--- src/rtl/flash_fe_pkg.sv ---
package flash_fe_pkg;

    typedef enum logic [1:0] {
        BANK_A = 2'd0,
        BANK_B = 2'd1,
        BANK_C = 2'd2,
        BANK_D = 2'd3
    } bank_e;

    typedef enum logic [1:0] {
        ST_IDLE,
        ST_UNLK1,
        ST_UNLK2,
        ST_PGM_DATA
    } cmd_state_e;

    localparam logic [7:0]  CMD_UNLOCK_A = 8'hAA;
    localparam logic [7:0]  CMD_UNLOCK_B = 8'h55;
    localparam logic [7:0]  CMD_PROGRAM  = 8'hA0;
    localparam logic [7:0]  CMD_BYPASS   = 8'h20;
    localparam logic [7:0]  CMD_AUTOSEL  = 8'h90;
    localparam logic [7:0]  CMD_RESET    = 8'hF0;
    localparam logic [10:0] UNLK_ADDR_A  = 11'h555;
    localparam logic [10:0] UNLK_ADDR_B  = 11'h2AA;

    // Uneven decode: single codes at both ends, three codes for each middle bank.
    function automatic bank_e bank_of(input logic [2:0] hi);
        if (hi == 3'b000)      return BANK_A;
        else if (hi == 3'b111) return BANK_D;
        else if (hi[2])        return BANK_C;
        else                   return BANK_B;
    endfunction

endpackage

--- src/rtl/fe_bank_timer.sv ---
module fe_bank_timer #(
    parameter int BUSY_CYCLES = 16
) (
    input  logic clk,
    input  logic rst_n,
    input  logic start_i,
    output logic busy_o
);
    localparam int CNT_W = $clog2(BUSY_CYCLES + 1);

    logic [CNT_W-1:0] cnt_q;

    always_ff @(posedge clk or negedge rst_n) begin
        if (!rst_n) begin
            cnt_q <= '0;
        end else if (start_i) begin
            cnt_q <= CNT_W'(BUSY_CYCLES);
        end else if (cnt_q != '0) begin
            cnt_q <= cnt_q - 1'b1;
        end
    end

    assign busy_o = (cnt_q != '0);

    p_busy_from_start_r10: assert property (@(posedge clk) disable iff (!rst_n)
        $rose(busy_o) |-> $past(start_i));

    p_count_down_r10: assert property (@(posedge clk) disable iff (!rst_n)
        (busy_o && !start_i) |=> (cnt_q == $past(cnt_q) - 1'b1));

    p_no_restart_r11: assert property (@(posedge clk) disable iff (!rst_n)
        start_i |-> !busy_o);

endmodule

--- src/rtl/fe_cmd_fsm.sv ---
module fe_cmd_fsm
    import flash_fe_pkg::*;
(
    input  logic        clk,
    input  logic        rst_n,
    input  logic        wr_i,
    input  logic [10:0] addr_i,
    input  logic [7:0]  data_i,
    input  logic        accel_i,
    output logic        prog_req_o,
    output logic        autosel_o
);
    cmd_state_e state_q, state_d;
    logic byp_q, as_q;
    logic byp_set, byp_clr, as_set, as_clr;
    logic byp_eff;

    assign byp_eff = byp_q | accel_i;

    // State register and mode flags
    always_ff @(posedge clk or negedge rst_n) begin
        if (!rst_n) begin
            state_q <= ST_IDLE;
            byp_q   <= 1'b0;
            as_q    <= 1'b0;
        end else begin
            state_q <= state_d;
            if (byp_clr)      byp_q <= 1'b0;
            else if (byp_set) byp_q <= 1'b1;
            if (as_clr)       as_q  <= 1'b0;
            else if (as_set)  as_q  <= 1'b1;
        end
    end

    // Next state and outputs
    always_comb begin
        state_d    = state_q;
        byp_set    = 1'b0;
        byp_clr    = 1'b0;
        as_set     = 1'b0;
        as_clr     = 1'b0;
        prog_req_o = 1'b0;
        if (wr_i) begin
            unique case (state_q)
                ST_IDLE: begin
                    if (data_i == CMD_UNLOCK_A && addr_i == UNLK_ADDR_A) begin
                        state_d = ST_UNLK1;
                    end else if (byp_eff && data_i == CMD_PROGRAM) begin
                        state_d = ST_PGM_DATA;
                    end else if (data_i == CMD_RESET) begin
                        byp_clr = 1'b1;
                        as_clr  = 1'b1;
                    end
                end
                ST_UNLK1: begin
                    if (data_i == CMD_UNLOCK_B && addr_i == UNLK_ADDR_B)
                        state_d = ST_UNLK2;
                    else
                        state_d = ST_IDLE;
                end
                ST_UNLK2: begin
                    state_d = ST_IDLE;
                    if (data_i == CMD_PROGRAM) begin
                        state_d = ST_PGM_DATA;
                    end else if (data_i == CMD_BYPASS) begin
                        byp_set = 1'b1;
                    end else if (data_i == CMD_AUTOSEL) begin
                        as_set = 1'b1;
                    end else if (data_i == CMD_RESET) begin
                        byp_clr = 1'b1;
                        as_clr  = 1'b1;
                    end
                end
                ST_PGM_DATA: begin
                    state_d    = ST_IDLE;
                    prog_req_o = 1'b1;
                end
            endcase
        end
    end

    assign autosel_o = as_q;

    p_write_only_moves_r4: assert property (@(posedge clk) disable iff (!rst_n)
        !wr_i |=> (state_q == $past(state_q)));

    p_prog_ends_idle_r12: assert property (@(posedge clk) disable iff (!rst_n)
        prog_req_o |=> (state_q == ST_IDLE));

endmodule

--- src/rtl/flash_cmd_frontend.sv ---
module flash_cmd_frontend
    import flash_fe_pkg::*;
#(
    parameter int          WORD_W      = 16,
    parameter int          ADDR_W      = 23,
    parameter int          OFFS_W      = 4,
    parameter int          BUSY_CYCLES = 16,
    parameter logic [15:0] BUSY_STATUS = 16'h0080,
    parameter logic [15:0] MFR_ID      = 16'h0001,
    parameter logic [15:0] DEV_ID      = 16'h227E,
    parameter logic [3:0]  PROT_MASK   = 4'b1000
) (
    input  logic              clk,
    input  logic              rst_n,
    input  logic              ce_n,
    input  logic              oe_n,
    input  logic              we_n,
    input  logic              accel,
    input  logic [ADDR_W-1:0] addr,
    input  logic [WORD_W-1:0] din,
    output logic [WORD_W-1:0] dq_out,
    output logic              dq_drive
);
    localparam int NBANK = 4;
    localparam int IDX_W = 2 + OFFS_W;
    localparam int DEPTH = NBANK << OFFS_W;

    logic              wr_cyc, rd_cyc;
    bank_e             bank_sel;
    logic [IDX_W-1:0]  idx;
    logic [NBANK-1:0]  busy;
    logic              prog_req, prog_go, autosel;
    logic              unused_addr_bits;
    logic [WORD_W-1:0] mem [DEPTH];

    assign wr_cyc   = !ce_n && !we_n && oe_n;
    assign rd_cyc   = !ce_n && !oe_n && we_n;
    assign bank_sel = bank_of(addr[ADDR_W-1 -: 3]);
    assign idx      = {bank_sel, addr[OFFS_W-1:0]};
    assign unused_addr_bits = ^addr[ADDR_W-4:11];

    fe_cmd_fsm u_fsm (
        .clk        (clk),
        .rst_n      (rst_n),
        .wr_i       (wr_cyc),
        .addr_i     (addr[10:0]),
        .data_i     (din[7:0]),
        .accel_i    (accel),
        .prog_req_o (prog_req),
        .autosel_o  (autosel)
    );

    assign prog_go = prog_req && !busy[bank_sel] && (!PROT_MASK[bank_sel] || accel);

    for (genvar b = 0; b < NBANK; b++) begin : g_bank
        fe_bank_timer #(.BUSY_CYCLES(BUSY_CYCLES)) u_timer (
            .clk     (clk),
            .rst_n   (rst_n),
            .start_i (prog_go && (bank_sel == bank_e'(b))),
            .busy_o  (busy[b])
        );
    end

    // Array: program can only clear bits
    always_ff @(posedge clk or negedge rst_n) begin
        if (!rst_n) begin
            for (int i = 0; i < DEPTH; i++) mem[i] <= '1;
        end else if (prog_go) begin
            mem[idx] <= mem[idx] & din;
        end
    end

    // Read path, zero latency
    always_comb begin
        dq_drive = rst_n && rd_cyc;
        if (busy[bank_sel]) begin
            dq_out = BUSY_STATUS;
        end else if (autosel) begin
            unique case (addr[1:0])
                2'b00:   dq_out = MFR_ID;
                2'b01:   dq_out = DEV_ID;
                default: dq_out = '0;
            endcase
        end else begin
            dq_out = mem[idx];
        end
    end

    p_standby_hiz_r9: assert property (@(posedge clk) disable iff (!rst_n)
        ce_n |-> !dq_drive);

    p_busy_read_r10: assert property (@(posedge clk) disable iff (!rst_n)
        (rd_cyc && busy[bank_sel]) |-> (dq_out == BUSY_STATUS));

    p_protect_r7: assert property (@(posedge clk) disable iff (!rst_n)
        (!accel && PROT_MASK[bank_sel]) |=> $stable(busy[bank_sel]) || !busy[bank_sel]);

endmodule

--- config.mk ---
export PLATFORM = sky130hd
export DESIGN_NAME = flash_cmd_frontend
export DESIGN_NICKNAME = d
export VERILOG_FILES = /design/src/rtl/flash_fe_pkg.sv /design/src/rtl/fe_bank_timer.sv /design/src/rtl/fe_cmd_fsm.sv /design/src/rtl/flash_cmd_frontend.sv
export SDC_FILE = /design/constraint.sdc
export NUM_CORES = 2
export LEC_CHECK = 0
export BUFFER_PORTS_ARGS = -buffer_cell sky130_fd_sc_hd__buf_2
export CAP_MARGIN = 5
export CORE_ASPECT_RATIO = 1.75
export CORE_UTILIZATION = 60
export CTS_CLUSTER_DIAMETER = 80
export DETAILED_ROUTE_END_ITERATION = 8
export GPL_TIMING_DRIVEN = 0
export PLACE_DENSITY = 0.77
export SLEW_MARGIN = 10
export SYNTH_ARGS = -nofsm -noshare
export SYNTH_HDL_FRONTEND = slang
export SYNTH_SLANG_ARGS = --single-unit
--- constraint.sdc ---
create_clock -name clk -period 4.25 [get_ports clk]
set_clock_uncertainty 0.2 [all_clocks]
set_input_delay 0.2125 -clock clk [delete_from_list [all_inputs] [get_ports clk]]
set_output_delay 0.2125 -clock clk [all_outputs]
set_load 0.05 [all_outputs]
==> results.tsv <==
stage	metric	value	unit
clocking	clkLatencyLatePin	750	ps
yosys	synth-xor-area-share	0.001806	
yosys	synth_top_area_frac	0.5548	
routing	viasPerCell	6.780	
yosys	yosysTopAreaCell	dfstp_2	
worst_setup_path	crit_required	3840	ps
clocking	htreeDepth	3	
final_layout	synthToLayoutAreaGrowth	11.40	%
placed_design	dp_hpwl	120900	µm
routing	ant_nets	0	
final_layout	nets	4462	
grt	grt_pass1_vias	37500	
routing	post-route-drc-count	0	
grt	antenna_found_initial	9	
routing	wl_per_cell	32.01	µm
placed_design	globalplace.congestion	1.023	
yosys	synth_cell_types	82	
yosys	synth_simple_gate_area_frac	0.09662	
placed_design	portBuffers	47	
grt	grt_usage	0.4412	
floorplanning	core.rowCount	137	
sta	layout_min_cycle_time	4408	ps
yosys	synthTopCellsByCount	dfstp_2 (1024), nand2_1 (852), o21ai_0 (605)	
hold_path	hp-class	in2async	
routing	dr.first_iter.drc_count	4422	
yosys	syn_area	48500	µm²
floorplanning	core	79880	µm²
routing	totalWireLength	177100	µm
pwr	total_power	21.35	mW
worst_setup_path	timing.rr.end	mem[886]$_DFFE_PN1P_	
worst_setup_path	path_max_fanout	10	
grt	grt_start_max_net_pins	166	
floorplanning	die_x	216.9	µm
placed_design	place_area	50360	µm²
run_status	status	finished with violations	
yosys	synthArstFlopShare	1.000	
clocking	cts.sinks	1048	
worst_setup_path	endpoint_kind	output pin	
yosys	synthAdderAreaFrac	0.002270	
sta	slew_viol_final	0	
sta	worst_slew_pin_slew	1424	ps
pwr	peakVddDrop	0.4574	mV
worst_setup_path	rr_startpoint	g_bank[0].u_timer.cnt_q[1]$_DFFE_PN0P_	
sta	timing.final.crit_share	1.037	
placed_design	pre_cts_ws	-1085	ps
yosys	ys_seq_area_frac	0.5672	
worst_setup_path	reg2reg_depth	9	
yosys	synth.top_cells.by_area	dfstp_2 (55%), nand2_1 (6.6%), o21ai_0 (6.2%), mux2i_1 (5.8%), mux2_2 (5.8%)	
final_layout	drive_above_1_share	0.4065	
worst_setup_path	crit_arrival	4000	ps
clocking	clk_path_buf_depth	3	
pwr	power_leakage	20.43	nW
sta	final.setup.worst_slack	-158.1	ps
sta	setup_violations	76	
clocking	root_buffer	clkbuf_16	
final_layout	finish.utilization	0.6763	
clocking	cts_buffers	93	
routing	first_pass_iters	8	
pwr	p_per_area	395.3	nW/µm²
sta	finalSetupTns	-4208	ps
floorplanning	chipHeight	378.1	µm
worst_setup_path	start_kind	primary input	
clocking	clkTransAtPathRegs	70	ps
yosys	postSynthCellCount	4218	
placed_design	dp_cells	5318	
yosys	syn-num-nets	4271	
yosys	synthMuxAreaShare	0.1750	
sta	max_freq	0.2269	GHz
final_layout	num-fill-cells	5989	
yosys	synth_top_family_by_area	multiplexers	
final_layout	design_area	54020	µm²
yosys	synth_compound_area_frac	0.1221	
routing	vias	37510	
flow_run	cap_viol_max_count	0	
sta	hold_violations	2	
worst_setup_path	r2r_setup_slack	470	ps
floorplanning	start_util	0.6071	
final_layout	fin_cells	5533	
grt	grt_overflow_total	0	
run_status	violations	hold timing, setup timing	
floorplanning	io_pins	62	
worst_setup_path	criticalPathCategory	in2out	
grt	grt_pass1_wl	255100	µm
yosys	synth-seq-cells	1048	
yosys	synth_edf_count	0	
sta	timing.hold.ws	-36.97	ps
yosys	avgSynthCellArea	11.50	µm²
floorplanning	dieArea	82010	µm²
yosys	ys.flop_type	dfstp_2	
yosys	yosysMostFrequentCell	dfstp_2	
clocking	cts_tree	done	
sta	slew_headroom	0.04853	
yosys	synth_warnings	0	
repair_timing:
item | in CTS | in global routing
setup endpoints to repair | 286 | 180
endpoints found under the hold margin | 199 | 0
buffers inserted | 11 | 2
hold buffers | 27 | 0
pin swaps | 2 | 1
gates resized for setup | 19 | 24
how the worst max path moves through the flow:
| stage | startpoint | to | slack [ps] | cells past startpoint |
|---|---|---|---|---|
| after floorplan | addr[0] | dq_out[15] | 790 | 12 |
| after global placement | rst_n | g_bank[0].u_timer.cnt_q[2]$_DFFE_PN0P_ | -18360 | 1 |
| after detailed placement | addr[1] | mem[847]$_DFFE_PN1P_ | -1090 | 11 |
| after CTS | addr[1] | dq_out[4] | 3 | 12 |
| after global routing | addr[1] | dq_out[15] | -0.6 | 10 |
| final | addr[2] | dq_out[11] | -160 | 9 |
flip-flops by register name, summed over array words and instances (netlist names):
register / cells
u_fsm.byp_q: 1
u_fsm.state_q: 2
mem: 1024
g_bank.u_timer.cnt_q: 20
u_fsm.autosel_o: 1
routing by layer:
metal | track usage | share of wire | wire (µm) | up-vias
met5 | 0 | 0.00031 | 55 | -
met4 | 0.3877 | 0.11 | 18730 | 10
met3 | 0.1470 | 0.11 | 19950 | 817
met2 | 0.6766 | 0.46 | 80900 | 2406
met1 | 0.4909 | 0.32 | 57470 | 18960
li1 | - | - | - | 15320
cell type report:
type | count | area (µm²) | share of cell area
Tap cell | 1042 | 1304 | 0.02413
Inverter | 21 | 78.83 | 0.001459
Clock buffer | 135 | 2730 | 0.05054
Timing Repair Buffer | 98 | 854.6 | 0.01582
Sequential cell | 1048 | 27510 | 0.5092
Multi-Input combinational cell | 2798 | 19420 | 0.3595
Buffer | 349 | 1675 | 0.03101
Clock inverter | 36 | 436.7 | 0.008083
Antenna cell | 6 | 15.01 | 0.0002779
power by group:
group          total [mW]  internal (mW)  switching, mW  leakage, nW
combinational        2.12          0.628           1.49         8.02
clock                8.95           5.02           3.93         1.57
sequential           10.3           10.2          0.136         10.8
logic make-up (layout without fill, tap and decap cells):
logic type	after synthesis	count (layout)
AO/OA/AOI/OAI	1034	1034
XOR/XNOR	10	10
adder cells (fa/ha/maj)	9	9
buffers and inverters	372	639
flip-flops	1048	1048
multiplexers	663	663
other	0	6
AND/OR/NAND/NOR	1082	1082
critical path, cell delays in order:
cell and delay, ps:
buf_2 180, clkdlybuf4s15_1 690, inv_2 690, clkbuf_1 800
a221oi_1 230, nor2_1 300, nor4_1 100, nor3_1 400
buf_2 360
placed cells by master, fill, tap and decap left out, types with 7 or more instances in the layout:
master and count:
clkbuf_1 225, clkinv_2 20, nand2_1 852, ha_1 8
clkbuf_2 22, a221o_1 11, mux2i_1 282, a31oi_1 7
nor3_1 19, mux2_2 251, clkbuf_8 16, a22oi_1 132
nand3_1 65, nand2_2 7, o21ai_1 172, xnor2_1 9
and4_1 7, clkbuf_16 97, nor2_1 44, o21ai_0 605
dlygate4sd3_1 27, o21a_1 8, bufinv_16 9, nand2_4 8
nor4_1 7, buf_2 123, buf_6 18, inv_1 19
buf_4 32, a21oi_1 29, dfrtp_1 24, mux4_2 122
dfstp_2 1024, nand4_1 12, mux2_1 7, a221oi_1 16
nor4_4 8, and3_1 10
Power figures use the tool's default switching activity.
